===== src/rtl/cdd_pkg.sv =====
package cdd_pkg;

    // Position inside a channel's two-sample dwell
    typedef enum logic {
        SEQ_LEAD  = 1'b0,
        SEQ_TRAIL = 1'b1
    } seq_state_e;

endpackage


===== src/rtl/cdd_seq.sv =====
module cdd_seq
    import cdd_pkg::*;
#(
    parameter int NCH = 4,
    parameter int DEC = 4
) (
    input  logic                                 clk,
    input  logic                                 rst,
    input  logic                                 adv,
    output logic [((NCH > 1) ? $clog2(NCH) : 1)-1:0] ch_idx,
    output logic                                 is_trail,
    output logic                                 last_round,
    output logic                                 dem_neg
);

    localparam int CH_W   = (NCH > 1) ? $clog2(NCH) : 1;
    localparam int ROUNDS = DEC / 2;
    localparam int RND_W  = (ROUNDS > 1) ? $clog2(ROUNDS) : 1;

    seq_state_e       state, nxt;
    logic [RND_W-1:0] rnd;
    logic             mod_neg;   // modulator polarity of the current slot

    // next-state logic
    always_comb begin
        nxt = state;
        unique case (state)
            SEQ_LEAD:  nxt = SEQ_TRAIL;
            SEQ_TRAIL: nxt = SEQ_LEAD;
            default:   nxt = SEQ_LEAD;
        endcase
    end

    // state register
    always_ff @(posedge clk) begin
        if (rst)
            state <= SEQ_LEAD;
        else if (adv)
            state <= nxt;
    end

    // channel, round and chop phase tracking
    always_ff @(posedge clk) begin
        if (rst) begin
            ch_idx  <= '0;
            rnd     <= '0;
            mod_neg <= 1'b0;      // modulator starts positive
            dem_neg <= 1'b1;      // sample in hand came from the slot before
        end else if (adv) begin
            mod_neg <= ~mod_neg;
            dem_neg <= mod_neg;   // one-sample lag behind the modulator
            if (state == SEQ_TRAIL) begin
                if (ch_idx == CH_W'(NCH - 1)) begin
                    ch_idx <= '0;
                    rnd    <= (rnd == RND_W'(ROUNDS - 1)) ? '0 : rnd + 1'b1;
                end else begin
                    ch_idx <= ch_idx + 1'b1;
                end
            end
        end
    end

    // outputs
    always_comb begin
        is_trail   = (state == SEQ_TRAIL);
        last_round = (rnd == RND_W'(ROUNDS - 1));
    end

    AST_SIGN_LAG: assert property (@(posedge clk) disable iff (rst)
        adv |=> (dem_neg == $past(mod_neg)));
    AST_SIGN_ALT: assert property (@(posedge clk) disable iff (rst)
        adv |=> (dem_neg != $past(dem_neg)));
    AST_IDLE_FREEZE: assert property (@(posedge clk) disable iff (rst)
        !adv |=> ($stable(ch_idx) && $stable(state) && $stable(dem_neg) && $stable(rnd)));
    AST_CH_RANGE: assert property (@(posedge clk) disable iff (rst)
        ch_idx <= CH_W'(NCH - 1));

endmodule


===== src/rtl/cdd_demod.sv =====
module cdd_demod #(
    parameter int SAMP_W = 12
) (
    input  logic [SAMP_W-1:0] sample,
    input  logic              neg,
    input  logic              chop_en,
    output logic [SAMP_W:0]   dout
);

    logic [SAMP_W:0] ext;

    always_comb begin
        ext  = {sample[SAMP_W-1], sample};
        dout = (chop_en && neg) ? (~ext + 1'b1) : ext;
    end

endmodule


===== src/rtl/cdd_lane.sv =====
module cdd_lane #(
    parameter int OUT_W = 13,
    parameter int SHIFT = 2
) (
    input  logic             clk,
    input  logic             rst,
    input  logic             take,
    input  logic             fire,
    input  logic [OUT_W-1:0] din,
    output logic [OUT_W-1:0] res,
    output logic             res_vld
);

    localparam int ACC_W = OUT_W + SHIFT;

    logic [ACC_W-1:0] acc;
    logic [ACC_W-1:0] sum;

    always_comb sum = acc + {{SHIFT{din[OUT_W-1]}}, din};

    always_ff @(posedge clk) begin
        if (rst) begin
            acc     <= '0;
            res     <= '0;
            res_vld <= 1'b0;
        end else begin
            res_vld <= 1'b0;
            if (take) begin
                if (fire) begin
                    res     <= sum[ACC_W-1:SHIFT];  // floor divide by 2^SHIFT
                    acc     <= '0;
                    res_vld <= 1'b1;
                end else begin
                    acc <= sum;
                end
            end
        end
    end

    AST_PULSE_SINGLE: assert property (@(posedge clk) disable iff (rst)
        res_vld |=> !res_vld);
    AST_RES_HOLD: assert property (@(posedge clk) disable iff (rst)
        !res_vld |-> $stable(res));
    AST_ACC_EMPTY: assert property (@(posedge clk) disable iff (rst)
        res_vld |-> (acc == '0));

endmodule


===== src/rtl/chop_demux_dec.sv =====
module chop_demux_dec #(
    parameter int NCH    = 4,
    parameter int DEC    = 4,
    parameter int SAMP_W = 12
) (
    input  logic                      clk,
    input  logic                      rst,
    input  logic                      smp_valid,
    input  logic [SAMP_W-1:0]         smp_data,
    input  logic                      chop_en,
    output logic [NCH*(SAMP_W+1)-1:0] lane_avg,
    output logic [NCH-1:0]            lane_vld
);

    // DEC must be an even power of two (2, 4, 8, ...)
    localparam int OUT_W = SAMP_W + 1;
    localparam int SHIFT = $clog2(DEC);
    localparam int CH_W  = (NCH > 1) ? $clog2(NCH) : 1;

    logic [CH_W-1:0]  ch_idx;
    logic             is_trail;
    logic             last_round;
    logic             dem_neg;
    logic [OUT_W-1:0] dsample;
    logic             window_end;

    cdd_seq #(.NCH(NCH), .DEC(DEC)) u_seq (
        .clk        (clk),
        .rst        (rst),
        .adv        (smp_valid),
        .ch_idx     (ch_idx),
        .is_trail   (is_trail),
        .last_round (last_round),
        .dem_neg    (dem_neg)
    );

    cdd_demod #(.SAMP_W(SAMP_W)) u_demod (
        .sample  (smp_data),
        .neg     (dem_neg),
        .chop_en (chop_en),
        .dout    (dsample)
    );

    always_comb window_end = is_trail && last_round;

    for (genvar c = 0; c < NCH; c++) begin : g_lane
        logic take_c;
        always_comb take_c = smp_valid && (ch_idx == CH_W'(c));

        cdd_lane #(.OUT_W(OUT_W), .SHIFT(SHIFT)) u_lane (
            .clk     (clk),
            .rst     (rst),
            .take    (take_c),
            .fire    (window_end),
            .din     (dsample),
            .res     (lane_avg[c*OUT_W +: OUT_W]),
            .res_vld (lane_vld[c])
        );
    end

    AST_ONE_LANE: assert property (@(posedge clk) disable iff (rst)
        $onehot0(lane_vld));

endmodule


===== config.mk =====
export PLATFORM = sky130hd
export DESIGN_NAME = chop_demux_dec
export DESIGN_NICKNAME = d
export VERILOG_FILES = /design/src/rtl/cdd_pkg.sv /design/src/rtl/cdd_seq.sv /design/src/rtl/cdd_demod.sv /design/src/rtl/cdd_lane.sv /design/src/rtl/chop_demux_dec.sv
export SDC_FILE = /design/constraint.sdc
export NUM_CORES = 1
export LEC_CHECK = 0
export BUFFER_PORTS_ARGS = -buffer_cell sky130_fd_sc_hd__buf_2
export CORE_ASPECT_RATIO = 2
export CORE_MARGIN = 5
export CORE_UTILIZATION = 65
export CTS_CLUSTER_DIAMETER = 40
export DETAILED_ROUTE_END_ITERATION = 6
export GPL_TIMING_DRIVEN = 0
export HOLD_SLACK_MARGIN = 0.05
export PLACE_DENSITY_LB_ADDON = 0.3
export RECOVER_POWER = 25
export SKIP_LAST_GASP = 1
export SLEW_MARGIN = 20
export SYNTH_ARGS = -nofsm -noshare
export SYNTH_HDL_FRONTEND = slang
export SYNTH_HIERARCHICAL = 1
export SYNTH_SLANG_ARGS = --single-unit

===== constraint.sdc =====
create_clock -name clk -period 6.09 [get_ports clk]
set_input_delay 0.3045 -clock clk [delete_from_list [all_inputs] [get_ports clk]]
set_output_delay 0.3045 -clock clk [all_outputs]
set_load 0.005 [all_outputs]

# [After elaboration in Yosys (flattened, before gate mapping)]
# Cells that the tools add are included.
[word_totals] register_bits=122 inputBits=16 out_inout_bits=56 elab_cells=60
[classes] add_sub_neg=7 eq_ne=3 mux=9 n_bitwise=7 n_reduce_logical=17
[op_table] op="$add A15 B15 Y15" n=4
[op_table] op="$mux W15" n=4
[op_table] op="$add A13 B1 Y13 const B" n=1
[op_table] op="$mux W13" n=1
[op_table] op="$not A13 Y13" n=1
[op_table] op="$reduce_and A2 Y1" n=5
[op_table] op="$reduce_or A2 Y1" n=4
[op_table] op="$logic_and A1 B1 Y1" n=6
[op_table] op="$not A1 Y1" n=6
[op_table] op="$eq A2 B2 Y1 const B" n=2
[op_table] op="$reduce_and A3 Y1" n=1
[op_table] op="$add A2 B1 Y2 const B" n=1
[op_table] op="$eq A2 B1 Y1 const B" n=1
[op_table] op="$logic_not A2 Y1" n=1
[op_table] op="$mux W1" n=2
[op_table] op="$mux W2" n=1
[op_table] op="$pmux W1 S2" n=1
[op_table] op="$add A1 B1 Y1 const B" n=1

# [Depth between registers and ports, before layout]
[depth] word_depth=5 mapped_depth=12 depth_no_buf=12

# [Hierarchy]
# The synthesis kept the hierarchy.
[by_module_without_submodules] mod="cdd_lane at g_lane[1].u_lane ..." instances=2 cells_each=209 area_each_um2=1759.2
[by_module_without_submodules] mod="cdd_lane at g_lane[0].u_lane" instances=1 cells_each=209 area_each_um2=1757.9
[by_module_without_submodules] mod="cdd_lane at g_lane[3].u_lane" instances=1 cells_each=203 area_each_um2=1730.4
[by_module_without_submodules] mod="cdd_demod" instances=1 cells_each=40 area_each_um2=270.3
[by_module_without_submodules] mod="cdd_seq" instances=1 cells_each=24 area_each_um2=261.5
[by_module_without_submodules] mod="chop_demux_dec" instances=1 cells_each=5 area_each_um2=43.8

# [Worst setup path before layout]
# Ideal clock, no wire load.
[synth_timing] kind="input port to flip-flop" from="input smp_data[0]" to="register g_lane[3].u_lane.acc[14]" setup_ps=74 t_arrival_ps=3476 required_ps=6016 setup_slack_ps=2540 path_stages=11 path_cell_list="inv_1 ha_1 a41o_1 o21ai_1 ha_1 a21oi_1 nor3b_1 a2111oi_4 o211ai_2 or3b_1 a31oi_1"
[synth_via] elab_chain_cells=5
[synth_rtl] element="from (decl)" line="chop_demux_dec.sv:9" text="input logic [SAMP_W-1:0] smp_data,"
[synth_rtl] element="$not A13 Y13" line="cdd_demod.sv:14" text="dout = (chop_en && neg) ? (~ext + 1'b1) : ext;"
[synth_rtl] element="$add A13 B1 Y13" line="cdd_demod.sv:14"
[synth_rtl] element="$mux W13" line="cdd_demod.sv:14"
[synth_rtl] element="net dsample[12]" line="chop_demux_dec.sv:24" text="logic [OUT_W-1:0] dsample;"
[synth_rtl] element="$add A15 B15 Y15" line="cdd_lane.sv:19" text="always_comb sum = acc + {{SHIFT{din[OUT_W-1]}}, din};"
[synth_rtl] element="$mux W15" line="cdd_lane.sv:29" text="if (fire) begin"
[synth_rtl] element="to (signal assigned)" line="cdd_lane.sv:34" text="acc <= sum;"
[synth_rtl] element="to (decl)" line="cdd_lane.sv:16" text="logic [ACC_W-1:0] acc;"
# The timed path passes the listed nets, and every way through them passes these cells.
# A chain may end at the register's enable or synchronous reset.

# [Worst setup path in the final report]
[layout_timing] from="register u_seq.dem_neg" to="register g_lane[3].u_lane.acc[14]"
[layout_via] elab_chain_cells=4
[layout_rtl] element="from (decl)" line="cdd_seq.sv:13" text="output logic dem_neg"
[layout_rtl] element="from (signal assigned)" line="cdd_seq.sv:51" text="dem_neg <= mod_neg;"
[layout_rtl] element="$logic_and A1 B1 Y1" line="cdd_demod.sv:14"
[layout_rtl] element="$mux W13" line="cdd_demod.sv:14"
[layout_rtl] element="net dsample[11]" line="chop_demux_dec.sv:24"
[layout_rtl] element="$add A15 B15 Y15" line="cdd_lane.sv:19"
[layout_rtl] element="$mux W15" line="cdd_lane.sv:29"
# The timed path passes the listed nets, and every way through them passes these cells.

==> metrics.cfg <==
[hold_path]
hold_depth=3
hp-class=in -> reg

[critical_path]
reg2reg_depth=12
startpoint_type=flop
cp_max_fo=10
cp_cell_sequence=nand2_1, clkbuf_1, a41oi_1, xor2_1, ha_1, a21o_1, a21oi_1, nor3b_1, a2111oi_4, o211ai_2, or3b_1, a31oi_1
cp.arrival_ps=4090
cp_slowest_cell=xor2_1
cp.depth=12
cpPeakStageDelay_ps=680
cp_data_required_time_ps=6430
cp_num_buf_inv=1
worstSetupPathType=reg -> reg
cp_top_family=compound AO/OA/AOI/OAI gates
end_kind=flop

[timing]
setup_violations=0
maxSlewViolCount=30
finalSetupTns_ps=0
period_minus_slack_ps=3749
clock_skew_ps=8.420
tightestPinTransition_ps=1623
hold_viol=0
relSlewSlack_pct=-8.198
period_share_pct=61.55
grt_setup_unrepaired=false
max_freq_mhz=266.8

[synthesis]
yosysWarnings=6
ys_seq_elements=122
syn_area_um2=7582
avgSynthCellArea_um2=8.434
synth.distinct_cells=75
syn_nets=977
synth_edf_count=0
ys_seq_area_share_pct=32.21
synthCells=899
synth_flop_cell=dfxtp_1
synthArstFlopShare_pct=0

[pwr]
p_leak_uw=0.003611
p_per_area_nw_per_um2=284.0
seq_power_share_pct=33.9
p_clk_share_pct=45.0
peakVddDrop_uv=250.0
intPower_uw=1766
netSwitchingFraction_pct=29.08
comb_power_share_pct=21.1
power_uw=2489
switchingPower_uw=723.8

[clocking]
cts_setup_buffers=0
cts_tree=built
ctsResizeCount=0
clk_latency_ps=420
clkTransAtPathRegs_ps=50
root_buffer=clkbuf_16
cts_buffer_depth=2
cts_sinks=122
postCtsHoldBufs=0
cts_max_level=4
cts-buffers-inserted=17

[drt]
routed-via-count=7444
wl_per_cell_um=18.79
drtIter0Drc=481
remaining_drc_errors=2
avgViaCountPerCell=6.501
dr.pass1.iters=7
ant_nets=0
wl_mm=21.51

[placed_design]
gp_congestion=0.9803
port_buffers=71
dp.final_hpwl_mm=15.23

[floorplan]
initial_core_util_pct=66.78
die_area_um2=14060
pin_count=72
rows=55
die_h_um=162.7
core_um2=11350
die_w_um=86.37

[run]
maxCapViolCount=1

[global_route]
use_met1_pct=29.63
grt.total_usage_pct=30.94
antenna_found_initial=0
busiest_layer=met2
grtUsageMet3_pct=7.342
grt_pass1_vias=7478
overflow=0
grt_pass1_wl_mm=34.58
grtUsageMet2_pct=55.20
grt_max_degree=30

[status]
status=finished with violations
violations=DRC, capacitance limit, slew limit

[finish]
area_growth_pct=15.61
drive_gt1_share_pct=11.96
fillCellCount=838
final_nets=1068
layout_commonest_cell=dfxtp_1
final_cell_mix=dfxtp_1, nand2_1, a21oi_1
insertedDiodeCount=0

worst min-delay path: cells and delay by family:
| kind | cells | cell delay [ps] |
|---|---|---|
| buf+inv | 2 | 300 |
| compound gates | 1 | 130 |
registers in the layout (all words and copies together), names as in the netlist:
| register | count |
|---|---|
| u_seq/is_trail | 1 |
| u_seq/mod_neg | 1 |
| u_seq/ch_idx | 2 |
| u_seq/last_round | 1 |
| g_lane.u_lane/res_vld | 4 |
| g_lane.u_lane/res | 52 |
| g_lane.u_lane/acc | 60 |
| u_seq/dem_neg | 1 |
through the flow:
stage	area [µm²]	setup WS [ps]	std cells	hold WS (ps)	util, %
floorplan	7582	2540	899	373.6	-
global placement	8115	1472	1112	439.9	71.47
detailed placement	8142	2298	1113	443.7	71.70
CTS	8796	2405	1145	335.5	77.47
global route	8766	2150	1145	349.9	77.20
finish	8766	2341	1145	343.5	77.20
cell families after synthesis:
| group | share of synthesized area [%] |
|---|---|
| AOI/OAI and AO/OA | 23.37 |
| muxes | 1.320 |
| adders and majority gates | 10.63 |
| and+or+nand+nor | 23.20 |
| DFF | 32.21 |
| xor gates and xnor gates | 6.436 |
| buffers and inverters | 2.838 |
power by group through the flow:
stage	Sequential (µW)	Clock, µW	Combinational (µW)
3_3_place_gp	859	0	490
2_1_floorplan	854	0	380
5_1_grt	846	1170	569
6_report	844	1120	525
4_1_cts	843	1120	514
3_5_place_dp	859	0	504
worst paths after layout:
| kind | start | endpoint | slack [ps] |
|---|---|---|---|
| worst max-delay path | u_seq/dem_neg | g_lane[3].u_lane/acc[14] | 2340 |
| worst min-delay path | smp_valid | u_seq/dem_neg | 340 |
| worst max register to register | u_seq/dem_neg | g_lane[3].u_lane/acc[14] | 2340 |
| worst min register to register | g_lane[1].u_lane/res[9] | g_lane[1].u_lane/res[9] | 450 |
Yosys cell counts (4+ instances only):
cell type / instances / area, µm²
dfxtp_1: 122 / 2442
nand2_1: 103 / 386.6
a21oi_1: 98 / 490.5
nor2_1: 64 / 240.2
ha_1: 58 / 725.7
nand3_1: 31 / 155.2
nor2b_1: 26 / 162.7
o21ai_0: 26 / 130.1
xor2_1: 26 / 227.7
clkbuf_1: 24 / 90.09
xnor2_1: 22 / 192.7
inv_1: 21 / 78.83
a31oi_1: 20 / 125.1
a21o_1: 16 / 120.1
o31ai_1: 15 / 112.6
nor3_1: 14 / 70.07
nand2b_1: 13 / 81.33
nand3b_1: 13 / 97.59
and2_1: 12 / 75.07
or4_1: 9 / 67.56
a211oi_1: 8 / 60.06
or3_1: 8 / 50.05
and3_1: 7 / 43.79
and4_1: 7 / 61.31
nor4_1: 7 / 43.79
a21oi_2: 6 / 52.55
a311o_1: 6 / 60.06
a32o_1: 6 / 60.06
a41oi_1: 5 / 43.79
and3b_1: 5 / 43.79
o21a_1: 5 / 37.54
o311ai_1: 5 / 43.79
fa_1: 4 / 80.08
mux2_2: 4 / 45.04
mux2i_1: 4 / 40.04
nand4_1: 4 / 25.02
o21ai_1: 4 / 20.02
o21bai_1: 4 / 30.03
routing by layer:
layer | routed length (µm) | part of all wire, %
met2 | 11060 | 51
met4 | 1676 | 7.8
met3 | 1395 | 6.5
met5 | 0 | 0
met1 | 7376 | 34
layout make-up:
| type | count | area [µm²] | share of cell area (%) |
|---|---|---|---|
| clock inverter | 10 | 190.2 | 2.170 |
| timing repair buffer | 72 | 340.3 | 3.882 |
| multi-input combinational | 723 | 4936 | 56.31 |
| sequential | 122 | 2442 | 27.86 |
| clock buffer | 22 | 464.2 | 5.295 |
| tap | 142 | 177.7 | 2.027 |
| inverter | 21 | 78.83 | 0.8992 |
| buffer | 33 | 136.4 | 1.556 |
Note: power is estimated with default switching activity, not from simulation.
